### src/rtl/wmk_pkg.sv
// Shared definitions for the row-streaming watermark engine.
// Assumes 3x3 blocks; block kind is derived from the count of set top bits.
package wmk_pkg;
    localparam int unsigned BAND_ROWS = 3;
    localparam int unsigned BLK_COLS  = 3;
    localparam int unsigned BLK_PIX   = BAND_ROWS * BLK_COLS;

    typedef enum logic {
        BLK_ORDERED    = 1'b0,
        BLK_DISORDERED = 1'b1
    } blk_kind_t;

    // Busy blocks have a mid-range population of set top bits.
    function automatic blk_kind_t classify(input logic [3:0] msb_sum);
        return ((msb_sum >= 4'd4) && (msb_sum <= 4'd6)) ? BLK_DISORDERED : BLK_ORDERED;
    endfunction
endpackage

### src/rtl/wmk_band_collect.sv
// Gathers three accepted rows into a band buffer and pulses band_full for
// one cycle once the third row is in. The watermark bits are captured with
// the third row. Assumes ROWS is a multiple of 3; rows past ROWS are dropped.
module wmk_band_collect #(
    parameter int unsigned ROW_BITS = 48,
    parameter int unsigned NBLK     = 2,
    parameter int unsigned ROWS     = 9
) (
    input  logic                     clk,
    input  logic                     rst_n,
    input  logic                     clr,
    input  logic                     arm,
    input  logic                     row_valid,
    input  logic [ROW_BITS-1:0]      row_data,
    input  logic [NBLK-1:0]          wm_bits,
    output logic [2:0][ROW_BITS-1:0] band,
    output logic [NBLK-1:0]          band_wm,
    output logic                     band_full
);
    localparam int unsigned CNT_W = $clog2(ROWS + 1);

    logic [1:0]       slot;
    logic [CNT_W-1:0] in_cnt;
    logic             take;

    // A row is taken while armed and the image is not yet complete.
    assign take = arm && row_valid && (in_cnt < CNT_W'(ROWS));

    // Band buffer fill, row counting and band-complete pulse.
    always_ff @(posedge clk) begin
        if (!rst_n || clr) begin
            band      <= '0;
            band_wm   <= '0;
            slot      <= '0;
            in_cnt    <= '0;
            band_full <= 1'b0;
        end else begin
            band_full <= 1'b0;
            if (take) begin
                band[slot] <= row_data;
                in_cnt     <= in_cnt + 1'b1;
                if (slot == 2'd2) begin
                    slot      <= '0;
                    band_wm   <= wm_bits;
                    band_full <= 1'b1;
                end else begin
                    slot <= slot + 1'b1;
                end
            end
        end
    end
endmodule

### src/rtl/wmk_block_embed.sv
// One 3x3 block: stage 1 counts the top bits and registers the block kind
// with the pixels; stage 2 writes the watermark bit into the plane that the
// kind selects and registers the result. Pixel index is row*3 + column.
// Assumes 1 <= LO_POS < HI_POS < PIX_W-1 so the top bit is never touched.
module wmk_block_embed
    import wmk_pkg::*;
#(
    parameter int unsigned PIX_W   = 8,
    parameter int unsigned LO_POS  = 2,
    parameter int unsigned HI_POS  = 4,
    parameter bit          ENHANCE = 1'b1
) (
    input  logic                         clk,
    input  logic                         rst_n,
    input  logic [BLK_PIX-1:0][PIX_W-1:0] blk_pix,
    input  logic                         wm_bit,
    output logic [BLK_PIX-1:0][PIX_W-1:0] wm_pix
);
    logic [3:0]                    msb_sum;
    logic [BLK_PIX-1:0][PIX_W-1:0] s1_pix;
    logic                          s1_w;
    blk_kind_t                     s1_kind;
    logic [BLK_PIX-1:0][PIX_W-1:0] nxt;

    // Population count of the nine top bits.
    always_comb begin
        msb_sum = '0;
        for (int p = 0; p < int'(BLK_PIX); p++) begin
            msb_sum = msb_sum + 4'(blk_pix[p][PIX_W-1]);
        end
    end

    // Stage 1: register pixels, watermark bit and block kind.
    always_ff @(posedge clk) begin
        if (!rst_n) begin
            s1_pix  <= '0;
            s1_w    <= 1'b0;
            s1_kind <= BLK_ORDERED;
        end else begin
            s1_pix  <= blk_pix;
            s1_w    <= wm_bit;
            s1_kind <= classify(msb_sum);
        end
    end

    generate
        if (ENHANCE) begin : g_enh
            // Embed w in the chosen plane and its inverse one plane lower.
            always_comb begin
                nxt = s1_pix;
                for (int p = 0; p < int'(BLK_PIX); p++) begin
                    if (s1_kind == BLK_DISORDERED) begin
                        nxt[p][HI_POS]   = s1_w;
                        nxt[p][HI_POS-1] = ~s1_w;
                    end else begin
                        nxt[p][LO_POS]   = s1_w;
                        nxt[p][LO_POS-1] = ~s1_w;
                    end
                end
            end
        end else begin : g_basic
            // Embed w in the chosen plane only.
            always_comb begin
                nxt = s1_pix;
                for (int p = 0; p < int'(BLK_PIX); p++) begin
                    if (s1_kind == BLK_DISORDERED) begin
                        nxt[p][HI_POS] = s1_w;
                    end else begin
                        nxt[p][LO_POS] = s1_w;
                    end
                end
            end
        end
    endgenerate

    // Stage 2: register the watermarked pixels.
    always_ff @(posedge clk) begin
        if (!rst_n) begin
            wm_pix <= '0;
        end else begin
            wm_pix <= nxt;
        end
    end
endmodule

### src/rtl/wmk_row_emit.sv
// Holds one watermarked band and sends its rows out in order, one per cycle.
// It counts the emitted rows and sets done after row ROWS-1. It assumes a
// new band is loaded no sooner than the cycle its last row is on the output.
module wmk_row_emit #(
    parameter int unsigned ROW_BITS = 48,
    parameter int unsigned ROWS     = 9
) (
    input  logic                     clk,
    input  logic                     rst_n,
    input  logic                     clr,
    input  logic                     load,
    input  logic [2:0][ROW_BITS-1:0] band,
    output logic [ROW_BITS-1:0]      out_row,
    output logic                     out_valid,
    output logic                     done
);
    localparam int unsigned CNT_W = $clog2(ROWS + 1);

    logic [2:0][ROW_BITS-1:0] hold;
    logic [1:0]               idx;
    logic                     act;
    logic [CNT_W-1:0]         out_cnt;

    // Band load, row stepping, row count and done flag.
    always_ff @(posedge clk) begin
        if (!rst_n || clr) begin
            hold    <= '0;
            idx     <= '0;
            act     <= 1'b0;
            out_cnt <= '0;
            done    <= 1'b0;
        end else begin
            if (load) begin
                hold <= band;
                idx  <= '0;
                act  <= 1'b1;
            end else if (act) begin
                if (idx == 2'd2) begin
                    act <= 1'b0;
                end else begin
                    idx <= idx + 1'b1;
                end
            end
            if (act) begin
                out_cnt <= out_cnt + 1'b1;
                if (out_cnt == CNT_W'(ROWS - 1)) begin
                    done <= 1'b1;
                end
            end
        end
    end

    assign out_row   = hold[idx];
    assign out_valid = act;
endmodule

### src/rtl/wmk_row_engine.sv
// Top of the row-streaming watermark engine. Collects bands of three rows,
// runs COLS/3 block embedders in parallel over two register stages and
// replays the rows in order. Six cycles separate row input from row output.
// Assumes COLS and ROWS are multiples of 3.
module wmk_row_engine
    import wmk_pkg::*;
#(
    parameter int unsigned PIX_W   = 8,
    parameter int unsigned COLS    = 6,
    parameter int unsigned ROWS    = 9,
    parameter int unsigned LO_POS  = 2,
    parameter int unsigned HI_POS  = 4,
    parameter bit          ENHANCE = 1'b1
) (
    input  logic                    clk,
    input  logic                    rst_n,
    input  logic                    start,
    input  logic                    row_valid,
    input  logic [COLS*PIX_W-1:0]   row_data,
    input  logic [COLS/3-1:0]       wm_bits,
    output logic [COLS*PIX_W-1:0]   out_row,
    output logic                    out_valid,
    output logic                    done
);
    localparam int unsigned ROW_BITS = COLS * PIX_W;
    localparam int unsigned NBLK     = COLS / BLK_COLS;

    logic                     running;
    logic                     s1_vld;
    logic                     s2_vld;
    logic [2:0][ROW_BITS-1:0] band;
    logic [NBLK-1:0]          band_wm;
    logic                     band_full;
    logic [2:0][ROW_BITS-1:0] emb;

    // Arm flag and band-valid tags that travel with the embed stages.
    always_ff @(posedge clk) begin
        if (!rst_n) begin
            running <= 1'b0;
            s1_vld  <= 1'b0;
            s2_vld  <= 1'b0;
        end else if (start) begin
            running <= 1'b1;
            s1_vld  <= 1'b0;
            s2_vld  <= 1'b0;
        end else begin
            s1_vld <= band_full;
            s2_vld <= s1_vld;
        end
    end

    wmk_band_collect #(
        .ROW_BITS (ROW_BITS),
        .NBLK     (NBLK),
        .ROWS     (ROWS)
    ) i_collect (
        .clk       (clk),
        .rst_n     (rst_n),
        .clr       (start),
        .arm       (running),
        .row_valid (row_valid),
        .row_data  (row_data),
        .wm_bits   (wm_bits),
        .band      (band),
        .band_wm   (band_wm),
        .band_full (band_full)
    );

    generate
        for (genvar b = 0; b < int'(NBLK); b++) begin : g_blk
            logic [BLK_PIX-1:0][PIX_W-1:0] pin;
            logic [BLK_PIX-1:0][PIX_W-1:0] pout;

            for (genvar r = 0; r < int'(BAND_ROWS); r++) begin : g_r
                for (genvar c = 0; c < int'(BLK_COLS); c++) begin : g_c
                    assign pin[r*BLK_COLS+c] = band[r][(b*BLK_COLS+c)*PIX_W +: PIX_W];
                    assign emb[r][(b*BLK_COLS+c)*PIX_W +: PIX_W] = pout[r*BLK_COLS+c];
                end
            end

            wmk_block_embed #(
                .PIX_W   (PIX_W),
                .LO_POS  (LO_POS),
                .HI_POS  (HI_POS),
                .ENHANCE (ENHANCE)
            ) i_embed (
                .clk     (clk),
                .rst_n   (rst_n),
                .blk_pix (pin),
                .wm_bit  (band_wm[b]),
                .wm_pix  (pout)
            );
        end
    endgenerate

    wmk_row_emit #(
        .ROW_BITS (ROW_BITS),
        .ROWS     (ROWS)
    ) i_emit (
        .clk       (clk),
        .rst_n     (rst_n),
        .clr       (start),
        .load      (s2_vld),
        .band      (emb),
        .out_row   (out_row),
        .out_valid (out_valid),
        .done      (done)
    );
endmodule

### config.mk
export PLATFORM = sky130hd
export DESIGN_NAME = wmk_row_engine
export DESIGN_NICKNAME = d
export VERILOG_FILES = /design/src/rtl/wmk_pkg.sv /design/src/rtl/wmk_band_collect.sv /design/src/rtl/wmk_block_embed.sv /design/src/rtl/wmk_row_emit.sv /design/src/rtl/wmk_row_engine.sv
export SDC_FILE = /design/constraint.sdc
export NUM_CORES = 1
export LEC_CHECK = 0
export ABC_AREA = 1
export CORE_ASPECT_RATIO = 2
export CORE_UTILIZATION = 55
export CTS_CLUSTER_DIAMETER = 50
export DETAILED_ROUTE_END_ITERATION = 7
export PLACE_DENSITY_LB_ADDON = 0.05
export SETUP_SLACK_MARGIN = 0.1
export SLEW_MARGIN = 0
export SYNTH_ARGS = -nofsm -noshare
export SYNTH_HDL_FRONTEND = slang
export SYNTH_SLANG_ARGS = --single-unit
### constraint.sdc
create_clock -name clk -period 5.6 [get_ports clk]
set_clock_uncertainty 0.15 [all_clocks]
set_input_delay 1.12 -clock clk [delete_from_list [all_inputs] [get_ports clk]]
set_output_delay 1.12 -clock clk [all_outputs]
set_load 0.01 [all_outputs]
## Word-level counts from Yosys, hierarchy flattened

Cells that the tools add are included.

| cells by class | value |
|---|---|
| add/sub/neg operators | 20 |
| multiply operators | 0 |
| div/mod/pow operators | 0 |
| order comparisons | 8 |
| equal/unequal tests | 3 |
| shifts and indexed selects | 0 |
| mux-type cells | 48 |
| bitwise gates (word level) | 5 |
| reductions and logical operators | 13 |

Operators by type and width:

| cell | number |
|---|---|
| bitwise mux 144 bit | 1 |
| binary-select mux 48 bit (select 2 bit) | 1 |
| demux 48 bit (select 2 bit) | 1 |
| 2-to-1 mux 48 bit | 2 |
| 2-to-1 mux 2 bit | 37 |
| adder 4 x 1 -> 4 bit | 14 |
| adder 4 x 1 -> 4 bit, second input constant | 2 |
| >= comparator 4 x 3 -> 1 bit, second input constant | 2 |
| <= comparator 4 x 3 -> 1 bit, second input constant | 2 |
| less-than comparator 2 x 3 -> 1 bit, second input constant | 2 |
| 2-to-1 mux 1 bit | 6 |
| AND reduction 2 bit | 3 |
| OR reduction 2 bit | 3 |
| logical AND 1 bit | 5 |
| inverter 1 bit | 5 |
| adder 1 x 1 -> 2 bit | 2 |
| adder 2 x 1 -> 2 bit, second input constant | 2 |
| equality test 2 bit, second input constant | 2 |
| equality test 4 bit, second input constant | 1 |
| less-than comparator 4 bit, second input constant | 1 |
| >= comparator 2 x 1 -> 1 bit, second input constant | 1 |
| zero test 1 bit | 1 |
| logical OR 1 bit | 1 |

| storage, ports and cells | value |
|---|---|
| register bits | 600 |
| bits in latches | 0 |
| memory bits (writable) | 0 |
| ROM bits | 0 |
| input port bits | 54 |
| output and inout port bits | 50 |
| word-level logic and storage cells | 154 |
| memories kept | 0 |

## Logic depth before layout (Yosys ltp)

| depth | value |
|---|---|
| depth in word-level cells | 11 |
| depth in mapped cells | 12 |
| depth with buffers taken out | 12 |

## By module

A second synthesis with hierarchy kept.

| second synthesis, totals | value |
|---|---|
| cells, all modules | 3088 |
| area total of the unflattened synthesis | 22741.8 um^2 |

Modules (own cells, without submodules):

| module | times used | cells an instance | area each (um^2) | seq. area each (um^2) |
|---|---|---|---|---|
| wmk_block_embed | 2 | 491 | 4439.3 | 2922.8 |
| wmk_band_collect | 1 | 1201 | 7432.1 | 3062.9 |
| wmk_row_emit | 1 | 893 | 6337.3 | 3042.9 |
| wmk_row_engine | 1 | 12 | 93.8 | 60.1 |

## Least setup slack after synthesis

Ideal clock, no wire load.

| path | value |
|---|---|
| path type | register to register |
| start point | register i_collect.band[7] in the netlist's numbering |
| end point | register g_blk[0].i_embed.s1_kind |
| setup time | 0.120 ns |
| data arrival time | 2.870 ns |
| required time | 5.330 ns |
| path slack | 2.459 ns |
| stages on the path, launching flop included | 12 |
| path buffers | 0 |
| clock period less this slack | 3.141 ns |
| path through | dfxtp_1 -> ha_1 -> inv_1 -> fa_1 -> fa_1 -> fa_1 -> inv_1 -> ha_1 -> inv_1 -> fa_1 -> o211ai_1 -> a21oi_1 |

| on the way | value |
|---|---|
| cells in the longest elaborated chain, start to end | 11 |
| elaborated cells between the ends (all ways) | 12 |
| classes of those cells | 8 x add/sub; 2 x order compare; 1 x mux; 1 x reduce/logical |

Ends and longest elaborated chain:

| element | line | text |
|---|---|---|
| from (decl) | wmk_band_collect.sv:16 | `output logic [2:0][ROW_BITS-1:0] band,` |
| from (signal, indexed assignment) | wmk_band_collect.sv:40 | `band[slot] <= row_data;` |
| adder 1 x 1 -> 2 bit * | wmk_block_embed.sv:29 | `msb_sum = msb_sum + 4'(blk_pix[p][PIX_W-1]);` |
| adder 4 x 1 -> 4 bit * (7 in a row) | wmk_block_embed.sv:29 |  |
| >= comparator 4 x 3 -> 1 bit or <= comparator 4 x 3 -> 1 bit (tied branches) | wmk_pkg.sv:15 | `return ((msb_sum >= 4'd4) && (msb_sum <= 4'd6)) ? BLK_DISORDERED : BLK_ORDERED;` |
| logical AND 1 bit * | wmk_pkg.sv:15 |  |
| 2-to-1 mux 1 bit * | wmk_pkg.sv:15 |  |
| to (signal assigned) | wmk_block_embed.sv:42 | `s1_kind <= classify(msb_sum);` |
| to (decl) | wmk_block_embed.sv:22 | `blk_kind_t s1_kind;` |

Every way passes the cells marked *; elsewhere a longest branch is shown, timed or not.
A chain may end at the register's enable or synchronous reset.

## Worst setup path in the final report

| path | value |
|---|---|
| start point | register i_emit.idx[0] |
| end point | output port out_row[44] |

| on the way | value |
|---|---|
| cells in the longest elaborated chain, start to end | 2 |

Ends and longest elaborated chain:

| element | line | text |
|---|---|---|
| from (decl) | wmk_row_emit.sv:20 | `logic [1:0] idx;` |
| from (signal assigned) | wmk_row_emit.sv:41 | `idx <= idx + 1'b1;` |
| binary-select mux 48 bit (select 2 bit) | wmk_row_emit.sv:53 | `assign out_row = hold[idx];` |
| 2-to-1 mux 48 bit (not written as such) | wmk_row_emit.sv:53 |  |
| to (decl) | wmk_row_engine.sv:21 | `output logic [COLS*PIX_W-1:0] out_row,` |

Every way passes these cells. The select of a mux whose other input is x is not followed.

==> summary.md <==
| Metric | Value |
|---|---|
| Status | `finished, final reports clean` |
| Largest net degree at the start of global routing | `227` |
| Flop pwr share | `53.6%` |
| P_int | `0.00634 W` |
| Dpl cell area | `23,600 sq um` |
| IO Port Bufs | `103` |
| Core area | `40,200 sq um` |
| Synth Area in XOR/XNOR | `0%` |
| Min Tclk post-route | `4380 ps` |
| Clock Power Share | `43.1%` |
| Post-Layout Cell Count | `3,619` |
| Sink Count | `600` |
| Critical path type | `flip-flop to output port` |
| CTS Buffer Depth | `3` |
| # nets final | `3,133` |
| Initial antenna violation count | `0` |
| Drt drc | `0` |
| Least-Margin Pin Slew | `1050 ps` |
| Routability cong. | `0.776` |
| F_max | `228 MHz` |
| Layout Utilization | `62.7%` |
| Die area | `41,700 sq um` |
| Area grow syn2layout | `12.3%` |
| Detail Route Antenna Nets | `0` |
| Post-route clock period utilization | `78.2%` |
| Syn Inst Count | `3,066` |
| Final Instance Area | `25,200 sq um` |
| Synth warnings | `0` |
| Async S/R FF share, synth | `0%` |
| Reg clk slew, reported paths | `60 ps` |
| Setup tns final | `0 ps` |
| Initial Util | `55.8%` |
| First DRT Iteration DRCs | `1,126` |
| Pre-antenna DRT Iters | `5` |
| Syn avg cell area | `7.32 sq um` |
| Share of layout cells above drive strength 1 | `4.02%` |
| MaxCap Viol Count | `0` |
| Design Power | `0.00803 W` |
| Tot GR Track Use | `24.7%` |
| Compound-gate portion of the synthesized area | `6.01%` |
| Total gr overflow | `0` |
| Peak supply drop | `0.250 mV` |
| Worst setup SP type | `flip-flop` |
| Mux cell area share after synthesis | `0%` |
| Top_reg_cell synth | `dfxtp_1` |
| Number of global-route vias before repair | `16,000` |
| CP max FO | `51` |
| First-pass GRT wire length | `82,100 um` |
| Number of hold buffers added after cts | `0` |
| CTS root buf | `clkbuf_16` |
| WP data arrival | `3110 ps` |
| Yosys reg bits | `600` |
| Synth Area in Adders | `1.84%` |
| Final setup fails | `0` |
| Relative slew slack | `29.2%` |
| Avg Vias per Cell | `4.76` |
| TritonCTS buffer count | `50` |
| RSZ-0062 raised after global routing | `false` |
| Die W | `145 um` |
| # rows | `104` |
| Pleak | `11.7 nW` |
| DPL Wire Length | `30,000 um` |
| Total vias in the final route | `17,200` |
| Die height | `288 um` |
| Hold Crit Class | `flip-flop to flip-flop` |
| Clock tree from TritonCTS | `done` |
| WL per Instance | `14.0 um` |
| FF-to-FF setup slack | `2210 ps` |
| Post-synth net total | `3,147` |
| Switching Fraction | `21.1%` |
| Post-synthesis simple-gate area fraction | `25.1%` |
| CTS HTree Levels | `2` |
| CP endpoint kind | `output port` |
| Largest family of logic cells by synthesized area | `simple AND/OR/NAND/NOR gates` |
| Seq/Total Area, Yosys | `53.5%` |
| Sw Pwr | `0.00169 W` |
| Worst path required time | `4330 ps` |
| P per Cell Area | `318 nW/um^2` |
| Later-pin clock latency in the skew report | `560 ps` |
| Number of flops mapped to enable cells by yosys | `0` |
| Combinational group share of total power | `3.3%` |
| Setup bufs post-CTS | `0` |
| Final hold violation count | `0` |
| Distinct cells, synth | `24` |
| Max-slew violation count | `0` |
| Total wire length | `50,800 um` |
| I/O pins | `104` |
| # resized after CTS | `0` |
| Cells after DPL | `3,530` |
| Synthesized area | `22,400 sq um` |
cell usage in the layout (no fill, tap or decap), drive strengths merged, types with 2 or more instances in the layout:
| cell | n |
|---|---|
| clkinvlp | 3 |
| o211ai | 2 |
| clkbuf | 72 |
| nor2 | 353 |
| nand2 | 823 |
| nand4 | 147 |
| nand3b | 2 |
| buf | 19 |
| nand3 | 55 |
| a21oi | 159 |
| clkinv | 9 |
| dfxtp | 600 |
| clkdlybuf4s50 | 102 |
| fa | 10 |
| inv | 604 |
| o21ai | 106 |
| ha | 17 |
| bufinv | 3 |
cells by family (layout without fill, tap and decap cells):
group,after synthesis,after routing
compound gates,268,268
fa+ha+maj,27,27
buf+inv,790,812
flops,600,600
other cells,0,1
simple gates,1381,1381
metal layers:
layer | vias to the layer above | track usage [%] | share of wire, %
met4 | 0 | 6.45 | 1.7
met2 | 399 | 39.1 | 45
met5 | - | 0 | 0
li1 | 9091 | - | -
met3 | 60 | 2.51 | 4.3
met1 | 7674 | 35.7 | 49
cell usage after synthesis (2+ instances only):
| cell | count | share of area (%) |
|---|---|---|
| nor2_2 | 2 | 0.056 |
| nand3b_1 | 2 | 0.067 |
| buf_1 | 16 | 0.27 |
| fa_1 | 10 | 0.89 |
| o21ai_1 | 37 | 0.82 |
| inv_2 | 16 | 0.27 |
| nand2_1 | 822 | 14 |
| a21oi_1 | 159 | 3.5 |
| nand3_1 | 55 | 1.2 |
| ha_1 | 17 | 0.95 |
| clkbuf_1 | 121 | 2.0 |
| inv_1 | 586 | 9.8 |
| o211ai_1 | 2 | 0.067 |
| o21ai_0 | 69 | 1.5 |
| nor2_1 | 350 | 5.9 |
| nand4_1 | 147 | 4.1 |
| dfxtp_1 | 600 | 54 |
| buf_2 | 49 | 1.1 |
registers in the layout, indices dropped and copies added (netlist names):
register               count
g_blk.i_embed.nxt         72
g_blk.i_embed.s1_kind      2
g_blk.i_embed.s1_pix      72
g_blk.i_embed.s1_w         2
g_blk.i_embed.wm_pix     144
i_collect.band           144
i_collect.band_full        1
i_collect.band_wm          2
i_collect.in_cnt           4
i_collect.slot             2
i_emit.done                1
i_emit.hold              144
i_emit.idx                 2
i_emit.out_cnt             4
i_emit.out_valid           1
running                    1
s1_vld                     1
s2_vld                     1
stage by stage:
stage / hold slack [ps] / setup WS [ps]
final: 249 / 1220
after CTS: 254 / 1160
after global placement: 234 / 1780
after detailed placement: 244 / 1770
after floorplan: 240 / 2460
after global routing: 281 / 1060
power groups by stage:
stage	combinational, W	clock [W]	sequential [W]
after floorplan	0.000174	0	0.00440
after global placement	0.000261	0	0.00440
after detailed placement	0.000263	0	0.00440
after CTS	0.000263	0.00353	0.00431
after global routing	0.000295	0.00371	0.00431
final	0.000264	0.00346	0.00431
critical path, stage by stage (launching register included):
cell	delay [ps]
dfxtp_2	330
inv_2	570
buf_4	570
o21ai_0	170
o21ai_1	280
clkdlybuf4s50_1	590
path summary, 6_finish.rpt:
kind,start,endpoint,depth (start not counted)
setup / recovery,i_emit.idx[0],out_row[44],5
hold / removal,s1_vld,s2_vld,2
setup reg to reg,i_collect.band[15],g_blk[0].i_embed.s1_kind,11
hold reg to reg,s1_vld,s2_vld,2
layout make-up:
class | count | area, sq um
antenna | 1 | 2.50
clock buffer | 72 | 1470
clock inverter | 16 | 166
fill | 3679 | 15000
inverter | 603 | 2270
multi-input combinational | 1676 | 7440
sequential | 600 | 12000
tap | 530 | 663
timing repair buffer | 121 | 1180
No activity file was read; power rests on OpenSTA's default activity.
